`src/rtl/dvfs_pkg.sv`:
```
package dvfs_pkg;
  localparam int unsigned NUM_LVL = 4;
  localparam int unsigned LVL_W   = $clog2(NUM_LVL);
  localparam int unsigned DIV_W   = 3;
  localparam int unsigned BANK_W  = 2;
  localparam int unsigned VSEL_W  = 2;
  localparam int unsigned REG_W   = 32;
  localparam int unsigned HALF_W  = REG_W / 2;
  localparam int unsigned NUM_PAIR = NUM_LVL / 2;

  localparam int unsigned BIT_SRC_EN  = 26;
  localparam int unsigned BIT_BANK_EN = 28;
  localparam int unsigned BIT_DIV_EN  = 29;
  localparam int unsigned BIT_VSEL_EN = 30;
  localparam int unsigned BIT_MASTER  = 31;

  typedef struct packed {
    logic [DIV_W-1:0]  div;
    logic              src;
    logic [BANK_W-1:0] bank;
    logic [VSEL_W-1:0] vsel;
  } lvl_cfg_t;

  typedef struct packed {
    logic master;
    logic vsel_en;
    logic div_en;
    logic bank_en;
    logic src_en;
  } mode_t;

  function automatic lvl_cfg_t unpack_half(input logic [HALF_W-1:0] h);
    lvl_cfg_t c;
    c.div  = h[15:13];
    c.src  = h[11];
    c.bank = h[10:9];
    c.vsel = h[7:6];
    return c;
  endfunction
endpackage

```
`src/rtl/dvfs_regfile.sv`:
```
module dvfs_regfile
  import dvfs_pkg::*;
#(
  parameter int unsigned ADDR_W = 8,
  parameter logic [ADDR_W-1:0] OFS_PAIR0 = 'h18,
  parameter logic [ADDR_W-1:0] OFS_PAIR1 = 'h1C,
  parameter logic [ADDR_W-1:0] OFS_MODE  = 'h24,
  parameter logic [ADDR_W-1:0] OFS_LOAD  = 'h30
) (
  input  logic                         clk_i,
  input  logic                         rst_ni,
  input  logic                         we_i,
  input  logic [ADDR_W-1:0]            addr_i,
  input  logic [REG_W-1:0]             wdata_i,
  output logic [REG_W-1:0]             rdata_o,
  output logic [NUM_PAIR-1:0][REG_W-1:0] pair_o,
  output mode_t                        mode_o,
  output logic [LVL_W-1:0]             load_o
);
  logic [NUM_PAIR-1:0][REG_W-1:0] pair_q;
  mode_t                          mode_q;
  logic [LVL_W-1:0]               load_q;
  logic                           locked;

  assign locked = mode_q.master;

  always_ff @(posedge clk_i or negedge rst_ni) begin
    if (!rst_ni) begin
      pair_q <= '0;
      mode_q <= '0;
      load_q <= '0;
    end else if (we_i) begin
      if (addr_i == OFS_PAIR0 && !locked) pair_q[0] <= wdata_i;
      if (addr_i == OFS_PAIR1 && !locked) pair_q[1] <= wdata_i;
      if (addr_i == OFS_LOAD  && !locked) load_q    <= wdata_i[LVL_W-1:0];
      if (addr_i == OFS_MODE) begin
        mode_q.master  <= wdata_i[BIT_MASTER];
        mode_q.vsel_en <= wdata_i[BIT_VSEL_EN];
        mode_q.div_en  <= wdata_i[BIT_DIV_EN];
        mode_q.bank_en <= wdata_i[BIT_BANK_EN];
        mode_q.src_en  <= wdata_i[BIT_SRC_EN];
      end
    end
  end

  always_comb begin
    rdata_o = '0;
    if (addr_i == OFS_PAIR0) rdata_o = pair_q[0];
    else if (addr_i == OFS_PAIR1) rdata_o = pair_q[1];
    else if (addr_i == OFS_LOAD) rdata_o[LVL_W-1:0] = load_q;
    else if (addr_i == OFS_MODE) begin
      rdata_o[BIT_MASTER]  = mode_q.master;
      rdata_o[BIT_VSEL_EN] = mode_q.vsel_en;
      rdata_o[BIT_DIV_EN]  = mode_q.div_en;
      rdata_o[BIT_BANK_EN] = mode_q.bank_en;
      rdata_o[BIT_SRC_EN]  = mode_q.src_en;
    end
  end

  assign pair_o = pair_q;
  assign mode_o = mode_q;
  assign load_o = load_q;

  // a locked write to the load register leaves it untouched
  assert_locked_load_R6: assert property (@(posedge clk_i) disable iff (!rst_ni)
    (mode_q.master && we_i && addr_i == OFS_LOAD) |=> $stable(load_q));

  // a locked write to a pair register leaves it untouched
  assert_locked_pair_R6: assert property (@(posedge clk_i) disable iff (!rst_ni)
    (mode_q.master && we_i && (addr_i == OFS_PAIR0 || addr_i == OFS_PAIR1)) |=> $stable(pair_q));
endmodule

```
`src/rtl/dvfs_level_sel.sv`:
```
module dvfs_level_sel
  import dvfs_pkg::*;
(
  input  logic [NUM_PAIR-1:0][REG_W-1:0] pair_i,
  input  logic [LVL_W-1:0]               load_i,
  output lvl_cfg_t                       cfg_o
);
  lvl_cfg_t cfg [NUM_LVL];

  // even levels live in the upper half of their pair register
  for (genvar l = 0; l < NUM_LVL; l++) begin : g_lvl
    if (l % 2 == 0) begin : g_hi
      assign cfg[l] = unpack_half(pair_i[l/2][REG_W-1:HALF_W]);
    end else begin : g_lo
      assign cfg[l] = unpack_half(pair_i[l/2][HALF_W-1:0]);
    end
  end

  assign cfg_o = cfg[load_i];
endmodule

```
`src/rtl/dvfs_out_stage.sv`:
```
module dvfs_out_stage
  import dvfs_pkg::*;
(
  input  logic              clk_i,
  input  logic              rst_ni,
  input  lvl_cfg_t          cfg_i,
  input  mode_t             mode_i,
  input  logic [LVL_W-1:0]  load_i,
  output logic [DIV_W-1:0]  div_o,
  output logic              clk_src_o,
  output logic [BANK_W-1:0] bank_o,
  output logic [VSEL_W-1:0] vsel_o,
  output logic [LVL_W-1:0]  level_o,
  output logic              level_chg_o
);
  localparam logic [DIV_W-1:0] DIV_DEF = DIV_W'(1);

  logic [DIV_W-1:0]  div_d;
  logic              src_d;
  logic [BANK_W-1:0] bank_d;
  logic [VSEL_W-1:0] vsel_d;

  always_comb begin
    div_d  = DIV_DEF;
    src_d  = 1'b0;
    bank_d = '0;
    vsel_d = '0;
    if (mode_i.master) begin
      if (mode_i.div_en && cfg_i.div != '0) div_d = cfg_i.div;
      if (mode_i.src_en)  src_d  = cfg_i.src;
      if (mode_i.bank_en) bank_d = cfg_i.bank;
      if (mode_i.vsel_en) vsel_d = cfg_i.vsel;
    end
  end

  always_ff @(posedge clk_i or negedge rst_ni) begin
    if (!rst_ni) begin
      div_o       <= DIV_DEF;
      clk_src_o   <= 1'b0;
      bank_o      <= '0;
      vsel_o      <= '0;
      level_o     <= '0;
      level_chg_o <= 1'b0;
    end else begin
      div_o       <= div_d;
      clk_src_o   <= src_d;
      bank_o      <= bank_d;
      vsel_o      <= vsel_d;
      level_o     <= load_i;
      level_chg_o <= (load_i != level_o);
    end
  end

  // a clear master enable yields defaults on the next edge
  assert_master_off_R7: assert property (@(posedge clk_i) disable iff (!rst_ni)
    !mode_i.master |=> (div_o == DIV_DEF && !clk_src_o && bank_o == '0 && vsel_o == '0));

  // the divider output never reaches zero
  assert_div_nonzero_R9: assert property (@(posedge clk_i) disable iff (!rst_ni)
    div_o != '0);

  // the strobe marks a new applied level
  assert_strobe_change_R11: assert property (@(posedge clk_i) disable iff (!rst_ni)
    level_chg_o |-> level_o != $past(level_o));
endmodule

```
`src/rtl/dvfs_level_ctrl.sv`:
```
module dvfs_level_ctrl
  import dvfs_pkg::*;
#(
  parameter int unsigned ADDR_W = 8
) (
  input  logic              clk_i,
  input  logic              rst_ni,
  input  logic              we_i,
  input  logic [ADDR_W-1:0] addr_i,
  input  logic [31:0]       wdata_i,
  output logic [31:0]       rdata_o,
  output logic [2:0]        div_o,
  output logic              clk_src_o,
  output logic [1:0]        bank_o,
  output logic [1:0]        vsel_o,
  output logic [1:0]        level_o,
  output logic              level_chg_o
);
  logic [NUM_PAIR-1:0][REG_W-1:0] pair;
  mode_t                          mode;
  logic [LVL_W-1:0]               load;
  lvl_cfg_t                       cfg;

  dvfs_regfile #(.ADDR_W(ADDR_W)) u_regs (
    .clk_i   (clk_i),
    .rst_ni  (rst_ni),
    .we_i    (we_i),
    .addr_i  (addr_i),
    .wdata_i (wdata_i),
    .rdata_o (rdata_o),
    .pair_o  (pair),
    .mode_o  (mode),
    .load_o  (load)
  );

  dvfs_level_sel u_sel (
    .pair_i (pair),
    .load_i (load),
    .cfg_o  (cfg)
  );

  dvfs_out_stage u_out (
    .clk_i       (clk_i),
    .rst_ni      (rst_ni),
    .cfg_i       (cfg),
    .mode_i      (mode),
    .load_i      (load),
    .div_o       (div_o),
    .clk_src_o   (clk_src_o),
    .bank_o      (bank_o),
    .vsel_o      (vsel_o),
    .level_o     (level_o),
    .level_chg_o (level_chg_o)
  );
endmodule

```
`config.mk`:
```
export PLATFORM = sky130hd
export DESIGN_NAME = dvfs_level_ctrl
export DESIGN_NICKNAME = d
export VERILOG_FILES = /design/src/rtl/dvfs_pkg.sv /design/src/rtl/dvfs_regfile.sv /design/src/rtl/dvfs_level_sel.sv /design/src/rtl/dvfs_out_stage.sv /design/src/rtl/dvfs_level_ctrl.sv
export SDC_FILE = /design/constraint.sdc
export NUM_CORES = 1
export LEC_CHECK = 0
export ABC_AREA = 1
export BUFFER_PORTS_ARGS = -buffer_cell sky130_fd_sc_hd__buf_4
export CAP_MARGIN = 20
export CORE_UTILIZATION = 40
export DETAILED_ROUTE_END_ITERATION = 16
export SLEW_MARGIN = 20
export SYNTH_ARGS = -nofsm -noshare
export SYNTH_HDL_FRONTEND = slang
export SYNTH_SLANG_ARGS = --single-unit
export TNS_END_PERCENT = 100
```
`constraint.sdc`:
```
create_clock -name clk_i -period 1.4 [get_ports clk_i]
set_input_delay 0.14 -clock clk_i [delete_from_list [all_inputs] [get_ports clk_i]]
set_output_delay 0.14 -clock clk_i [all_outputs]
set_load 0.03 [all_outputs]
```
==> summary.md <==
The run finished with clean final reports. Synthesis produced a netlist with a net count of 527. The number of sinks on the clock net came out at 82.

The count of final setup violators is 0, and the number of antenna-violating nets in the routed design is 0. Category of the most critical setup path: reg2out. The worst IR drop on VDD is 0.371 mV. STA classifies the critical path endpoint as a primary output.

The final layout net count was 640. The number of antenna violations at the first check in global routing is 0. The overall die height is 104 um, and the per-cell via count in the routed design is 4.75. In this run the horizontal extent of the chip is 104 um.

Setup repair after global routing could not meet its margin everywhere. The detailed router finished its first iteration with 195 violations. The total buffers and inverters traversed by the critical path is 3.

The mapped netlist covers 4150 um2. From synthesis to final layout, the design area changed by 30.9%. For the share of synthesized area occupied by flip-flops and latches, the log shows 49.4%.

After clock tree synthesis, the clock-pin slew on the worst setup and hold paths is 0.08 ns. At the pin with the least slew margin, the transition time is 0.352 ns. The finished layout holds 735 standard cells, fillers aside. Endpoint of the lowest-slack register-to-register path: u_out.div_o[1]$_DFF_PN0_. The critical path goes through buf_6 -> nand3_2 -> nand3_2 -> nand2_2 -> inv_2 -> buf_6. Entering global routing, the biggest net connects 45 pins.

TritonCTS built the clock tree. The delay contributed by the slowest stage of the critical path is 0.40 ns. In the final layout, the share of cells above drive strength 1 is 37.5%.

The Yosys step of the flow raised 0 warnings. The run gives 6.85 mm as the placed wire-length estimate after detailed placement. The run gives 0.00751 ns as the setup clock skew after layout.

Count of final max-slew check failures: 0. After layout, the design draws a total of 4.63 mW. For the final routed database, the setup TNS stands at 0 ns. The post-layout minimum cycle time came out at 1.36 ns. Global routing consumed, over all layers together, 19.3% of the routing resources. Data arrives at the worst endpoint at 1.22 ns.

Max-cap violations in this run came to 0. The netlist uses 27 different library cells. The portion of the clock cycle consumed by the worst path in the final layout is 96.9%.

The number of port buffers was 85; the overall die area was 10800 um2. For the worst setup path, the data required time is 1.26 ns. The register bit total from synthesis is 82, and the final-report hold violation count is 0. The cell count along the critical path was 6. The run gives 3 as the maximum level of the CTS H-tree. The path class of the tightest hold or removal check is in2reg. The post-route DRC violation count is 0. Number of cells on the worst reg-to-reg path: 8. The run gives 36 as the cell row count. After technology mapping, the gate count stands at 484.

Static timing analysis puts the maximum clock frequency at 737 MHz. At the end of routability-driven placement, the weighted congestion stood at 0.890. The worst slew slack as a fraction of its limit is 76.5%, and the starting utilization of the core area is 41.9%.

The library cells used most frequently in the layout, excluding fill and tap cells, are 180 x nand2_1, 102 x buf_4, 81 x dfrtp_1. The pre-antenna-repair detailed-routing pass consisted of 4 iterations. The number of clock buffers added by TritonCTS is 9. The leading cell type in the layout, fill and taps excluded is nand2_1. The average instance area after synthesis came out at 8.58 um2. The first global-routing pass estimated 16.5 mm of wire.

The worst register-to-register path begins at u_regs.load_o[0]$_DFFE_PN0P_. The clock network latency to the later pin of the worst-skew pair was 0.36 ns. Summing all multi-input logic gate instances after layout gives 1750 um2. The tools report the reg-to-reg setup timing slack as 0.09 ns. STA classifies the critical path startpoint as a flip-flop. After global routing the overflow that remains totals 0. The logs give 3375 for the number of global-route vias before repair and 0.0538 ns for the worst hold margin. The area share of the largest cell type after synthesis was 48.8%. The most critical setup path has its startpoint at u_regs.locked$_DFFE_PN0P_. The average wire per cell in the routed design was 13.6 um.

The detailed router placed 3490 vias in this run. The leakage power summed over all cells is 2.84 nW. The final antenna diode count is 0, and the number of ports placed on the die boundary is 86.

The clock passes through at most 2 buffers. The clock tree root buffer cell was clkbuf_8. The sequential cells in the finished layout cover a total of 2050 um2. After filler insertion, the fill cell instance count of the layout stands at 952.

Following the worst setup path forward leads to its endpoint at rdata_o[31]. The power density relative to cell area works out to 851 nW/um2. In the post-synthesis netlist, the biggest area contributors are dfrtp_1 49%, nand2_1 17%, o21ai_2 13%. The tools report the wire length reported by the detailed router as 10.0 mm. Summed over all instances, the cell type with the most area after synthesis is dfrtp_1. For this design, the slowest cell found on the critical path is dfrtp_1. Counting tap cells, the placed design contains a total of 701 instances. For the placeable core area, the log shows 9910 um2. The family with the most delay on the worst path was flip-flops. Of all nets on the critical path, the largest fanout is 2.
layer usage:
layer / global-route usage, % / part of all wire, % / wire (um)
met2: 30.8 / 47 / 4750
met4: 5.61 / 1.2 / 119
met3: 5.39 / 4.6 / 463
met1: 25.7 / 47 / 4680
met5: 0 / 0 / 0
logic make-up (layout without fill, tap and decap cells):
family | count (synthesis) | count (layout) | synth area share [%]
AOI/OAI and AO/OA | 93 | 93 | 17.2
DFF | 82 | 82 | 49.4
xor gates and xnor gates | 2 | 2 | 0.422
buffers and inverters | 77 | 195 | 9.52
and+or+nand+nor | 230 | 230 | 23.4
power breakdown:
group / leakage, nW / switching [mW] / internal [mW]
Combinational: 1.63 / 0.295 / 0.239
Clock: 0.0851 / 0.866 / 0.684
Sequential: 1.13 / 0.0710 / 2.47
sequential cells by signal, summed over array words and instances (netlist names):
signal / count
u_regs.load_o: 2
u_regs.pair_o: 64
u_regs.mode_o: 4
u_out.clk_src_o: 1
u_regs.locked: 1
u_out.div_o: 3
u_out.vsel_o: 2
u_out.level_o: 2
u_out.level_chg_o: 1
u_out.bank_o: 2
through the flow:
step	setup WS (ns)	cell area, um2	utilization (%)
2_1_floorplan	0.132	4150	-
3_3_place_gp	-0.00290	5020	50.7
3_5_place_dp	-0.0633	5020	50.7
4_1_cts	0.00150	5280	53.3
5_1_grt	-0.00961	5440	54.9
6_report	0.0431	5440	54.9
how the worst min path moves through the flow:
stage / cells after the start / slack (ns) / startpoint / to
floorplan: 0 / -0.16 / rst_ni / u_out.bank_o[0]$_DFF_PN0_
global placement: 1 / 0.05 / rst_ni / u_regs.pair_o[35]$_DFFE_PN0P_
detailed placement: 1 / 0.05 / rst_ni / u_regs.pair_o[35]$_DFFE_PN0P_
CTS: 3 / 0.04 / wdata_i[22] / u_regs.pair_o[22]$_DFFE_PN0P_
global route: 3 / 0.04 / wdata_i[7] / u_regs.pair_o[39]$_DFFE_PN0P_
finish: 3 / 0.05 / wdata_i[22] / u_regs.pair_o[22]$_DFFE_PN0P_
synthesized netlist by cell type:
| cell | count |
|---|---|
| nor2_4 | 3 |
| nand2_8 | 1 |
| o22ai_1 | 4 |
| a21oi_1 | 10 |
| nand2_1 | 184 |
| nor2_1 | 5 |
| nand3_1 | 26 |
| nand2_4 | 3 |
| o211ai_1 | 4 |
| dfstp_2 | 1 |
| o21ai_0 | 11 |
| dfrtp_1 | 81 |
| inv_2 | 2 |
| clkinv_4 | 2 |
| xnor2_1 | 2 |
| buf_2 | 5 |
| o21ai_1 | 2 |
| buf_6 | 12 |
| o21ai_2 | 62 |
| nor3_1 | 3 |
| nand4_1 | 1 |
| clkbuf_1 | 2 |
| nand2_2 | 1 |
| nor2_2 | 1 |
| or2_2 | 2 |
| inv_1 | 52 |
| buf_1 | 2 |
layout make-up:
type / instances / area share (%)
Clock buffer: 11 / 2.60
Sequential cell: 82 / 37.8
Multi-Input combinational cell: 325 / 32.1
Inverter: 56 / 4.23
Tap cell: 133 / 3.06
Clock inverter: 5 / 0.552
Timing Repair Buffer: 122 / 19.5
Timing Repair inverter: 1 / 0.161
what timing repair did:
item	4_1_cts	5_1_grt
setup endpoints to repair	7	30
hold endpoints to repair	81	0
gates cloned	1	1
pin swaps	2	5
resized for setup	8	16
buffers inserted	6	9
hold buffers	1	0
worst register-to-register path, stage by stage, from the launching register on:
cell and delay (ns):
dfrtp_1 0.42, buf_4 0.15, inv_1 0.17, nand2_1 0.09
nand3_1 0.07, nand2_1 0.08, nand3_1 0.09, nand2_1 0.07
nor2_1 0.11
Note: power is estimated with default switching activity, not from simulation.
